[config.mk]
export PLATFORM = sky130hd
export DESIGN_NAME = caldens_meter
export DESIGN_NICKNAME = d
export VERILOG_FILES = /design/src/rtl/cdm_pkg.sv /design/src/rtl/cdm_seq.sv /design/src/rtl/cdm_tally.sv /design/src/rtl/cdm_guard.sv /design/src/rtl/caldens_meter.sv
export SDC_FILE = /design/constraint.sdc
export NUM_CORES = 1
export LEC_CHECK = 0
export BUFFER_PORTS_ARGS = -buffer_cell sky130_fd_sc_hd__buf_2
export CAP_MARGIN = 30
export CORE_MARGIN = 2
export CORE_UTILIZATION = 50
export DETAILED_ROUTE_END_ITERATION = 7
export PLACE_DENSITY = 0.69
export SETUP_SLACK_MARGIN = 0.1
export SLEW_MARGIN = 40
export SYNTH_ARGS = -nofsm -noshare
export SYNTH_HDL_FRONTEND = slang
export SYNTH_SLANG_ARGS = --single-unit
[constraint.sdc]
create_clock -name clk -period 6.78 [get_ports clk]
set_clock_uncertainty 0.15 [all_clocks]
set_input_delay 1.017 -clock clk [delete_from_list [all_inputs] [get_ports clk]]
set_output_delay 1.017 -clock clk [all_outputs]
set_load 0.005 [all_outputs]
[src/rtl/cdm_pkg.sv]
package cdm_pkg;
  typedef enum logic [1:0] {
    PH_IDLE   = 2'd0,
    PH_RST    = 2'd1,
    PH_SETTLE = 2'd2,
    PH_COUNT  = 2'd3
  } phase_e;
endpackage

[src/rtl/cdm_seq.sv]
module cdm_seq
  import cdm_pkg::*;
#(
  parameter int RST_CYC    = 4,
  parameter int SETTLE_CYC = 1000,
  parameter int WIN_LOG2   = 8
) (
  input  logic clk,
  input  logic rst_n,
  input  logic start_i,
  input  logic cal_gain_i,
  output logic accept_o,
  output logic count_en_o,
  output logic last_o,
  output logic gain_q_o,
  output logic mod_rst_o,
  output logic zero_sel_o,
  output logic gain_sel_o,
  output logic busy_o
);
  localparam int WIN  = 1 << WIN_LOG2;
  localparam int M1   = (RST_CYC > SETTLE_CYC) ? RST_CYC : SETTLE_CYC;
  localparam int MAXC = (M1 > WIN) ? M1 : WIN;
  localparam int CW   = $clog2(MAXC) + 1;

  phase_e        ph_q, ph_d;
  logic [CW-1:0] cnt_q, cnt_d;
  logic          gain_q, gain_d;
  logic          cnt_zero;

  assign cnt_zero = (cnt_q == '0);
  assign accept_o = (ph_q == PH_IDLE) && start_i;

  always_comb begin
    ph_d   = ph_q;
    cnt_d  = cnt_q;
    gain_d = gain_q;
    unique case (ph_q)
      PH_IDLE: begin
        if (start_i) begin
          ph_d   = PH_RST;
          cnt_d  = CW'(RST_CYC - 1);
          gain_d = cal_gain_i;
        end
      end
      PH_RST: begin
        if (cnt_zero) begin
          ph_d  = PH_SETTLE;
          cnt_d = CW'(SETTLE_CYC - 1);
        end else begin
          cnt_d = cnt_q - 1'b1;
        end
      end
      PH_SETTLE: begin
        if (cnt_zero) begin
          ph_d  = PH_COUNT;
          cnt_d = CW'(WIN - 1);
        end else begin
          cnt_d = cnt_q - 1'b1;
        end
      end
      PH_COUNT: begin
        if (cnt_zero) ph_d = PH_IDLE;
        else          cnt_d = cnt_q - 1'b1;
      end
      default: ph_d = PH_IDLE;
    endcase
  end

  always_ff @(posedge clk or negedge rst_n) begin
    if (!rst_n) begin
      ph_q   <= PH_IDLE;
      cnt_q  <= '0;
      gain_q <= 1'b0;
    end else begin
      ph_q   <= ph_d;
      cnt_q  <= cnt_d;
      gain_q <= gain_d;
    end
  end

  assign count_en_o = (ph_q == PH_COUNT);
  assign last_o     = count_en_o && cnt_zero;
  assign gain_q_o   = gain_q;
  assign busy_o     = (ph_q != PH_IDLE);
  assign mod_rst_o  = (ph_q == PH_RST);
  assign zero_sel_o = ((ph_q == PH_SETTLE) || count_en_o) && !gain_q;
  assign gain_sel_o = ((ph_q == PH_SETTLE) || count_en_o) && gain_q;

  assert_sel_excl_R3: assert property (@(posedge clk) disable iff (!rst_n)
    !(zero_sel_o && gain_sel_o));
  assert_start_ignored_R8: assert property (@(posedge clk) disable iff (!rst_n)
    (busy_o && ph_q != PH_COUNT) |=> busy_o && !$rose(mod_rst_o));
  assert_mode_held_R10: assert property (@(posedge clk) disable iff (!rst_n)
    (busy_o && $past(busy_o)) |-> $stable(gain_q));
endmodule

[src/rtl/cdm_tally.sv]
module cdm_tally #(
  parameter int WIN_LOG2 = 8,
  parameter int RES_W    = WIN_LOG2 + 2
) (
  input  logic                    clk,
  input  logic                    rst_n,
  input  logic                    clear_i,
  input  logic                    count_en_i,
  input  logic                    last_i,
  input  logic                    bit_i,
  input  logic                    gain_i,
  input  logic                    bip_i,
  output logic signed [RES_W-1:0] err_o,
  output logic                    done_o
);
  localparam int WIN = 1 << WIN_LOG2;
  localparam logic [RES_W-1:0] IDEAL_HALF  = RES_W'(WIN / 2);
  localparam logic [RES_W-1:0] IDEAL_3_8   = RES_W'((WIN / 8) * 3);
  localparam logic [RES_W-1:0] IDEAL_5_8   = RES_W'((WIN / 8) * 5);

  logic [WIN_LOG2:0] ones_q, ones_d;
  logic [RES_W-1:0]  ideal;
  logic [RES_W-1:0]  err_q, err_d;
  logic              done_q, done_d;

  always_comb begin
    if (gain_i)     ideal = IDEAL_5_8;
    else if (bip_i) ideal = IDEAL_HALF;
    else            ideal = IDEAL_3_8;
  end

  always_comb begin
    ones_d = ones_q;
    err_d  = err_q;
    done_d = last_i;
    if (clear_i)         ones_d = '0;
    else if (count_en_i) ones_d = ones_q + {{WIN_LOG2{1'b0}}, bit_i};
    if (last_i)
      err_d = RES_W'(ones_q) + RES_W'(bit_i) - ideal;
  end

  always_ff @(posedge clk or negedge rst_n) begin
    if (!rst_n) begin
      ones_q <= '0;
      err_q  <= '0;
      done_q <= 1'b0;
    end else begin
      ones_q <= ones_d;
      err_q  <= err_d;
      done_q <= done_d;
    end
  end

  assign err_o  = $signed(err_q);
  assign done_o = done_q;

  assert_ones_bound_R4: assert property (@(posedge clk) disable iff (!rst_n)
    ones_q <= (WIN_LOG2+1)'(WIN));
  assert_done_pulse_R7: assert property (@(posedge clk) disable iff (!rst_n)
    done_o |=> !done_o);
  assert_err_hold_R6: assert property (@(posedge clk) disable iff (!rst_n)
    !done_o |=> (done_o || $stable(err_q)));
endmodule

[src/rtl/cdm_guard.sv]
module cdm_guard (
  input  logic clk,
  input  logic rst_n,
  input  logic accept_i,
  input  logic busy_i,
  input  logic last_i,
  input  logic range_i,
  output logic bip_q_o,
  output logic ok_o
);
  logic bip_q, bip_d;
  logic moved_q, moved_d;
  logic ok_q, ok_d;
  logic same;

  assign same = (range_i == bip_q);

  always_comb begin
    bip_d   = bip_q;
    moved_d = moved_q;
    if (last_i) ok_d = !moved_q && same;
    else        ok_d = ok_q && same;
    if (accept_i) begin
      bip_d   = range_i;
      moved_d = 1'b0;
    end else if (busy_i && !same) begin
      moved_d = 1'b1;
    end
  end

  always_ff @(posedge clk or negedge rst_n) begin
    if (!rst_n) begin
      bip_q   <= 1'b0;
      moved_q <= 1'b0;
      ok_q    <= 1'b0;
    end else begin
      bip_q   <= bip_d;
      moved_q <= moved_d;
      ok_q    <= ok_d;
    end
  end

  assign bip_q_o = bip_q;
  assign ok_o    = ok_q;

  assert_ok_drop_R9: assert property (@(posedge clk) disable iff (!rst_n)
    (range_i != bip_q) |=> !ok_o);
  assert_ok_rise_R9: assert property (@(posedge clk) disable iff (!rst_n)
    $rose(ok_o) |-> $past(last_i));
endmodule

[src/rtl/caldens_meter.sv]
module caldens_meter #(
  parameter int RST_CYC    = 4,
  parameter int SETTLE_CYC = 1000,
  parameter int WIN_LOG2   = 8,
  localparam int RES_W     = WIN_LOG2 + 2
) (
  input  logic                    clk,
  input  logic                    rst_n,
  input  logic                    start_i,
  input  logic                    cal_gain_i,
  input  logic                    range_bip_i,
  input  logic                    stream_i,
  output logic                    mod_rst_o,
  output logic                    zero_sel_o,
  output logic                    gain_sel_o,
  output logic                    busy_o,
  output logic                    done_o,
  output logic signed [RES_W-1:0] err_o,
  output logic                    res_ok_o
);
  logic accept, count_en, last, gain_q, bip_q;

  cdm_seq #(
    .RST_CYC    (RST_CYC),
    .SETTLE_CYC (SETTLE_CYC),
    .WIN_LOG2   (WIN_LOG2)
  ) seq_i (
    .clk        (clk),
    .rst_n      (rst_n),
    .start_i    (start_i),
    .cal_gain_i (cal_gain_i),
    .accept_o   (accept),
    .count_en_o (count_en),
    .last_o     (last),
    .gain_q_o   (gain_q),
    .mod_rst_o  (mod_rst_o),
    .zero_sel_o (zero_sel_o),
    .gain_sel_o (gain_sel_o),
    .busy_o     (busy_o)
  );

  cdm_tally #(
    .WIN_LOG2 (WIN_LOG2),
    .RES_W    (RES_W)
  ) tally_i (
    .clk        (clk),
    .rst_n      (rst_n),
    .clear_i    (accept),
    .count_en_i (count_en),
    .last_i     (last),
    .bit_i      (stream_i),
    .gain_i     (gain_q),
    .bip_i      (bip_q),
    .err_o      (err_o),
    .done_o     (done_o)
  );

  cdm_guard guard_i (
    .clk      (clk),
    .rst_n    (rst_n),
    .accept_i (accept),
    .busy_i   (busy_o),
    .last_i   (last),
    .range_i  (range_bip_i),
    .bip_q_o  (bip_q),
    .ok_o     (res_ok_o)
  );

  assert_done_after_sel_R7: assert property (@(posedge clk) disable iff (!rst_n)
    $rose(done_o) |-> $past(zero_sel_o || gain_sel_o));
  assert_reset_no_sel_R2: assert property (@(posedge clk) disable iff (!rst_n)
    mod_rst_o |-> !(zero_sel_o || gain_sel_o));
endmodule

== After elaboration in Yosys (flattened, before gate mapping) ==
Index checks and enable logic that the tools add are counted.

* Register bits after elaboration: 37
* Bits of input ports: 6

* Multiplexer cells: 17
* Reductions and logical operators: 19
* Eq/ne operators: 9
* Add/sub/neg operators: 4

{| class="wikitable"
|+ Operators with widths
! operator !! count
|-
| 11-bit 2-to-1 mux || 4
|-
| 11-bit one-hot mux with 4 select lines || 1
|-
| 9-bit 2-to-1 mux || 2
|-
| 8-bit 2-to-1 mux || 2
|-
| 11-bit zero test || 1
|-
| 11-bit by 1-bit subtractor with 11-bit output (second input constant) || 1
|-
| 9-bit by 1-bit adder with 10-bit output || 1
|-
| 10-bit by 8-bit subtractor with 10-bit output || 1
|-
| 9-bit by 1-bit adder with 9-bit output || 1
|-
| 2-bit 2-to-1 mux || 4
|-
| 2-bit one-hot mux with 4 select lines || 1
|-
| 1-bit logical AND || 7
|-
| 2-bit inequality test (second input constant) || 3
|-
| 2-bit nonzero test || 3
|-
| 2-bit equality test (second input constant) || 2
|-
| 2-bit by 1-bit inequality test with 1-bit output (second input constant) || 2
|-
| 2-bit AND reduction || 2
|-
| 4-bit AND reduction || 1
|-
| 1-bit zero test || 3
|-
| 1-bit 2-to-1 mux || 3
|-
| 2-bit by 1-bit equality test with 1-bit output (second input constant) || 1
|-
| 2-bit zero test || 1
|-
| 1-bit equality test || 1
|-
| 1-bit logical OR || 1
|}

== Depth between registers and ports, before layout ==
Gate-level depths: netlist of the first run.

* Depth in word-level cells: 5
* Depth in mapped cells: 9
* Gate-level depth less buffers: 9

== Cells and area by module ==
Synthesis of the first run repeated with hierarchy kept, for this count alone.

* Cells, all modules: 262
* Area total of the unflattened synthesis: 2449.8 um^2

{| class="wikitable"
|+ Modules (own cells, without submodules)
! module !! cells each !! instances !! area each (um^2)
|-
| cdm_tally || 137 || 1 || 1322.5
|-
| cdm_seq || 115 || 1 || 997.2
|-
| cdm_guard || 10 || 1 || 130.1
|}

== Worst setup path before layout of the first run ==
No wires, ideal clock.

* Kind: input port to flip-flop
* Start point: in stream_i
* End point: reg tally_i.err_q[9] (netlist: tally_i.err_o[9])
* Required time: 6.503 ns
* Buffers on the path: 0
* Stages: 6
* Arrival time: 2.177 ns
* Setup slack: 4.326 ns
* Cells stage by stage: ha_1 -> a211oi_1 -> o21ai_0 -> a21oi_1 -> a21oi_1 -> nand3b_1

* Cells in the longest elaborated chain, start to end: 2

{| class="wikitable"
|+ Ends and longest elaborated chain
! element !! line !! RTL
|-
| start, declared || caldens_meter.sv:12 || <nowiki>input logic stream_i,</nowiki>
|-
| 9-bit by 1-bit adder with 10-bit output || cdm_tally.sv:39 || <nowiki>err_d = RES_W'(ones_q) + RES_W'(bit_i) - ideal;</nowiki>
|-
| 10-bit by 8-bit subtractor with 10-bit output || cdm_tally.sv:39 ||
|-
| end signal, assigned || cdm_tally.sv:49 || <nowiki>err_q <= err_d;</nowiki>
|-
| end, declared || cdm_tally.sv:23 || <nowiki>logic [RES_W-1:0] err_q, err_d;</nowiki>
|}

Every way passes these cells.
A chain may end at the register's enable or synchronous reset.

== Final worst setup path of the first run ==
* Start point: reg seq_i.ph_q[1]
* End point: out gain_sel_o

* Cells in the longest elaborated chain, start to end: 3

{| class="wikitable"
|+ Ends and longest elaborated chain
! element !! line !! RTL
|-
| start, declared || cdm_seq.sv:26 || <nowiki>phase_e ph_q, ph_d;</nowiki>
|-
| start signal, assigned || cdm_seq.sv:76 || <nowiki>ph_q <= ph_d;</nowiki>
|-
| 2-bit equality test, on equally long branches || cdm_seq.sv:88, cdm_seq.sv:82 ||
|-
| 1-bit logical OR (*) || cdm_seq.sv:88 || <nowiki>assign gain_sel_o = ((ph_q == PH_SETTLE) || count_en_o) && gain_q;</nowiki>
|-
| 1-bit logical AND (*) || cdm_seq.sv:88 ||
|-
| end, declared || caldens_meter.sv:15 || <nowiki>output logic gain_sel_o,</nowiki>
|}

Mark *: on every way between the ends. The rest lies on a longest branch, timed or not.

==> results_dict.tcl, run 1 <==
set metrics [dict create \
    crit_chain "ha_1, nor2_1, nor2b_1, buf_2" \
    drtIter0Drc 116 \
    min_period_ns 2.66 \
    status "complete, no violations" \
    cp-end-kind "output pin" \
    synth_edf_count 0 \
    slew_violations 0 \
    hold_viol_final 0 \
    netlist_area_mm2 0.00233 \
    synth_top_family_by_area "simple AND/OR/NAND/NOR gates" \
    cp_top_family "adder cells" \
    dp_slack_ns 4.04 \
    grt-ovfl-total 0 \
    hold_class "flip-flop to flip-flop" \
    leakage_nw 1.23 \
    crit_arrival_ns 1.49 \
    synth.avg_cell_area_um2 9.30 \
    vdd_ir_drop_max_mv 0.0997 \
    io_buffers 21 \
    synth_fa_ha_area_frac 0.124 \
    die-area_mm2 0.00521 \
    root_buffer "clkbuf_8" \
    postRouteAntennaNets 0 \
    clock.fmax_mhz 376 \
    start_util 0.527 \
    synthMuxAreaShare 0.0237 \
    max_stage_delay_ns 0.42 \
    slew_headroom 0.531 \
    syn-num-nets 279 \
    synth-simple-area-share 0.198 \
    tightest_slew_ns 0.699 \
    final_common_cell "dfrtp_1" \
    drt-vias-per-instance 5.61 \
    clkSinkCount 37 \
    num_antenna_cells 0 \
    dr.pass1.iters 4 \
    post-cts-setup-buffers 0 \
    ys_async_sr_fraction 1.00 \
    num_vias 1812 \
    rsz0062_at_grt "false" \
    critical_path_class "flip-flop to output pin" \
    totalWireLength_mm 4.66 \
    route.detailed.drc 0 \
    synth_compound_gate_area_share 0.163 \
    yosys_warnings 0 \
    final_cell_mix "dfrtp_1, nor2_1, ha_1" \
    dp_hpwl_mm 3.50 \
    grt_pass1_vias 1731 \
    cts.repair.resized 0 \
    critPathBufInv 1 \
    cts_buffers 5 \
    dieWidth_um 72.2 \
    antenna_found_initial 0 \
    grt_pass1_wl_mm 8.26 \
    avgRoutedWirePerCell_um 14.4 \
    crit_path_top_delay_cell "ha_1" \
    worstPathMaxFanout 11 \
    layout_setup_ws_ns 4.12 \
    setup_tns_ns 0 \
    synth_xor_area_frac 0.0565 \
    ys.flop_type "dfrtp_1" \
    gp_congestion 0.870 \
    maxCapViolCount 0 \
    setup_viol 0 \
    grt_max_degree 38 \
    num_io_pins 22 \
    fp-row-count 24 \
    final.period_utilization 0.392 \
    power_density_mw_per_mm2 149 \
    synthCells 250 \
    cts_tree "yes" \
    insertion_delay_ns 0.29 \
    worst_ep_required_time_ns 5.61 \
    clk_pin_slew_worst_paths_ns 0.07 \
    grt.total_usage 0.203 \
    clk_path_buf_depth 2 \
    synth_cell_types 43 \
    drive_gt1_frac 0.151 \
    ctsHoldBuffers 0 \
    cp-start-kind "flip-flop" \
    nets 300 \
    htree_levels 2 \
    die_y_um 72.2 \
    coreArea_mm2 0.00441 \
    synth_seq_area_share 0.398 \
    area_delta_synth_final_pct 10.2 \
    synth-seq-cells 37 \
    fill_cells 425 \
]
==> cell type report <==
class	instances	area, µm²	area share
Clock buffer	7	86.3	0.0337
Inverter	16	60.1	0.0234
Multi-Input combinational cell	190	1320	0.514
Sequential cell	37	926	0.361
Tap cell	52	65.1	0.0254
Timing Repair Buffer	21	108	0.0420
==> worst reg2reg max path, cell delays in order, from the launching register on <==
cell,delay (ns)
dfrtp_1,0.40
inv_1,0.09
ha_1,0.13
or4b_4,0.51
nor4_4,0.43
nand2_1,0.42
inv_2,0.21
nor2_1,0.05
a211oi_1,0.15
==> state kept, by name (all words and copies together) (netlist names) <==
name,count
seq_i.cnt_q,11
tally_i.err_o,10
tally_i.ones_q,9
seq_i.ph_q,2
guard_i.bip_q_o,1
guard_i.moved_q,1
guard_i.ok_o,1
seq_i.gain_q_o,1
tally_i.done_o,1
==> power breakdown <==
group / leakage (nW) / internal [mW] / switching, mW
logic: 0.793 / 0.00159 / 0.00513
clock network: 0.0443 / 0.0806 / 0.0751
registers: 0.397 / 0.221 / 0.00000000000000000815
total: 1.23 / 0.303 / 0.0802
==> cells by family (layout without fill, tap and decap cells) <==
kind of cell,after synthesis,count (layout)
compound gates,59,59
simple gates,88,88
fa+ha+maj,23,23
mux,5,5
flops,37,37
xor+xnor,15,15
buf+inv,23,44
==> per-layer routing <==
metal	share of wire	routed length [µm]	global-route usage	vias to the layer above
li1	-	-	-	915
met1	0.53	2470	0.301	849
met2	0.41	1930	0.293	41
met3	0.040	185	0.0431	7
met4	0.015	70	0.0734	0
met5	0	0	0	-
==> through the flow <==
stage	cells	hold slack, ns	utilization	total power, mW	instance area [µm²]
2_1_floorplan	250	0.291	-	0.225	2330
3_3_place_gp	316	0.294	0.560	0.232	2470
3_5_place_dp	316	0.307	0.561	0.232	2480
4_1_cts	323	0.322	0.581	0.389	2560
5_1_grt	323	0.343	0.581	0.400	2560
6_report	323	0.317	0.581	0.383	2560
==> final timing paths <==
kind,cells past startpoint,to,startpoint,slack [ns]
max,4,gain_sel_o,seq_i.ph_q[1],4.12
min,2,tally_i.err_o[0],tally_i.err_o[0],0.32
max reg2reg,8,guard_i.ok_o,seq_i.cnt_q[0],4.14
min reg2reg,2,tally_i.err_o[0],tally_i.err_o[0],0.32
max in group asynchronous,1,seq_i.cnt_q[2],rst_n,5.62
min in group asynchronous,1,tally_i.err_o[0],rst_n,0.53
==> Yosys cell counts, drive strengths merged, types with 2 or more instances <==
library cell   n  share of area
o21ai         21          0.045
nor2          30          0.048
o31ai          2         0.0065
inv           16          0.026
nor4b          2         0.0075
clkbuf         7          0.011
nand3          3         0.0065
or3            2         0.0054
nor3           6          0.013
a21oi         12          0.026
dfrtp         37           0.40
a31oi          2         0.0054
a211oi         2         0.0065
nand2b         4          0.011
a22o           3          0.011
mux2           4          0.019
nor4           4          0.024
a221o          2         0.0086
or2            4          0.011
ha            23           0.12
o21a           2         0.0065
nand3b         2         0.0065
xnor2         10          0.038
o22a           2         0.0075
o41ai          3          0.011
a21o           4          0.013
and2           2         0.0054
nand2         21          0.034
xor2           5          0.019
nor2b          2         0.0054
nand4          2         0.0054
Note: power is estimated with default switching activity, not from simulation.
==> inputs of run 2 (changes only) <==
- PLACE_DENSITY: 0.69 -> 0.72
- clock period: 6.78 -> 2.42 ns (I/O delays scaled with it)
==> results_dict.tcl, run 2 (same netlist as run 1, synthesis figures left out) <==
set metrics [dict create \
    power_density_mw_per_mm2 369 \
    slew_headroom 0.625 \
    num_antenna_cells 0 \
    clkSinkCount 37 \
    dr.pass1.iters 4 \
    drt-vias-per-instance 5.58 \
    dieWidth_um 72.2 \
    setup_viol 0 \
    grt-ovfl-total 0 \
    num_io_pins 22 \
    layout_setup_ws_ns 0.0778 \
    clk_path_buf_depth 2 \
    status "complete, no violations" \
    root_buffer "clkbuf_8" \
    hold_viol_final 0 \
    cp-start-kind "flip-flop" \
    die_y_um 72.2 \
    leakage_nw 1.37 \
    area_delta_synth_final_pct 23.0 \
    min_period_ns 2.34 \
    final_cell_mix "dfrtp_1, nor2_1, nand2_1, buf_4, buf_2" \
    rr_worst_depth 8 \
    grt_pass1_vias 1838 \
    gp_congestion 0.877 \
    clk_pin_slew_worst_paths_ns 0.08 \
    rsz0062_at_grt "true" \
    drive_gt1_frac 0.264 \
    antenna_found_initial 0 \
    tightest_slew_ns 0.554 \
    start_util 0.527 \
    fp-row-count 24 \
    cp-end-kind "flip-flop" \
    htree_levels 2 \
    insertion_delay_ns 0.30 \
    dp_slack_ns 0.0811 \
    min_to "guard_i.moved_q" \
    grt_max_degree 38 \
    crit_arrival_ns 2.37 \
    final.period_utilization 0.968 \
    setup_tns_ns 0 \
    cts_tree "yes" \
    largest_reg_flops 11 \
    cts_buffers 5 \
    totalWireLength_mm 5.22 \
    critical_path_class "flip-flop to flip-flop" \
    clock.fmax_mhz 427 \
    nets 324 \
    grt_pass1_wl_mm 8.56 \
    maxCapViolCount 0 \
    postRouteAntennaNets 0 \
    drtIter0Drc 164 \
    avgRoutedWirePerCell_um 15.0 \
    grt.total_usage 0.212 \
    worst_ep_required_time_ns 2.45 \
    hold_depth 2 \
    coreArea_mm2 0.00441 \
    r2r_slack_ns 0.08 \
    total_power_mw 1.06 \
    worstPathMaxFanout 5 \
    slew_violations 0 \
    io_buffers 21 \
    final_common_cell "dfrtp_1" \
    r2r_end "seq_i.cnt_q[9]" \
    num_vias 1941 \
    die-area_mm2 0.00521 \
    r2r_start "seq_i.cnt_q[0]" \
    dp_hpwl_mm 3.64 \
    hold_class "input port to flip-flop" \
    top_register "seq_i.cnt_q" \
    min_from "start_i" \
    fill_cells 369 \
    vdd_ir_drop_max_mv 0.240 \
    route.detailed.drc 0 \
]
## run 2: what timing repair did
action / 4_1_cts / 5_1_grt
hold endpoints to repair: 37 / 0
cloned: 0 / 2
pin swaps: 1 / 3
setup endpoints to repair: 9 / 22
buffers inserted: 2 / 4
gates resized for setup: 0 / 29
hold buffers: 1 / 0
## run 2: metal layers
| metal | track usage | vias to the layer above | part of all wire |
|---|---|---|---|
| li1 | - | 966 | - |
| met1 | 0.315 | 914 | 0.50 |
| met2 | 0.305 | 56 | 0.43 |
| met3 | 0.0500 | 5 | 0.058 |
| met4 | 0.0692 | 0 | 0.0088 |
| met5 | 0 | - | 0 |
## run 2: stage by stage
step	area, µm²	instances	utilization	hold WS [ns]
2_1_floorplan	2330	250	-	-0.0826
3_3_place_gp	2580	331	0.585	0.296
3_5_place_dp	2580	331	0.586	0.207
4_1_cts	2690	342	0.609	0.157
5_1_grt	2860	348	0.648	0.154
6_report	2860	348	0.648	0.160
## run 2: area by class of cell
type	count	area, µm²	share of cell area
repair buffers	45	323	0.113
clock buffers	8	80.1	0.0280
multi-input cells	190	1410	0.492
well taps	52	65.1	0.0227
flip-flops and latches	37	926	0.324
inverters	16	60.1	0.0210
## run 2: worst max path at each step
stage | end | from | slack (ns)
floorplan | seq_i.cnt_q[4] | seq_i.cnt_q[0] | 0.12
global placement | tally_i.err_o[9] | guard_i.bip_q_o | 0.13
detailed placement | tally_i.err_o[9] | guard_i.bip_q_o | 0.08
CTS | tally_i.err_o[9] | seq_i.gain_q_o | 0.07
global route | seq_i.cnt_q[8] | seq_i.ph_q[1] | 0.02
finish | seq_i.cnt_q[9] | seq_i.cnt_q[0] | 0.08
## run 2: where the power goes
| group | switching [mW] | internal (mW) | total, mW |
|---|---|---|---|
| sequential | 0.0000000000000000156 | 0.618 | 0.618 |
| clock | 0.213 | 0.205 | 0.417 |
| combinational | 0.0157 | 0.00555 | 0.0213 |
| total | 0.228 | 0.828 | 1.06 |
## run 2: worst max-delay path, stage by stage (launching register included)
cell	delay, ns
dfrtp_1	0.39
inv_2	0.09
ha_4	0.12
or4b_4	0.48
nor4_4	0.33
buf_4	0.21
a21o_1	0.19
a31oi_1	0.06
o22a_1	0.20
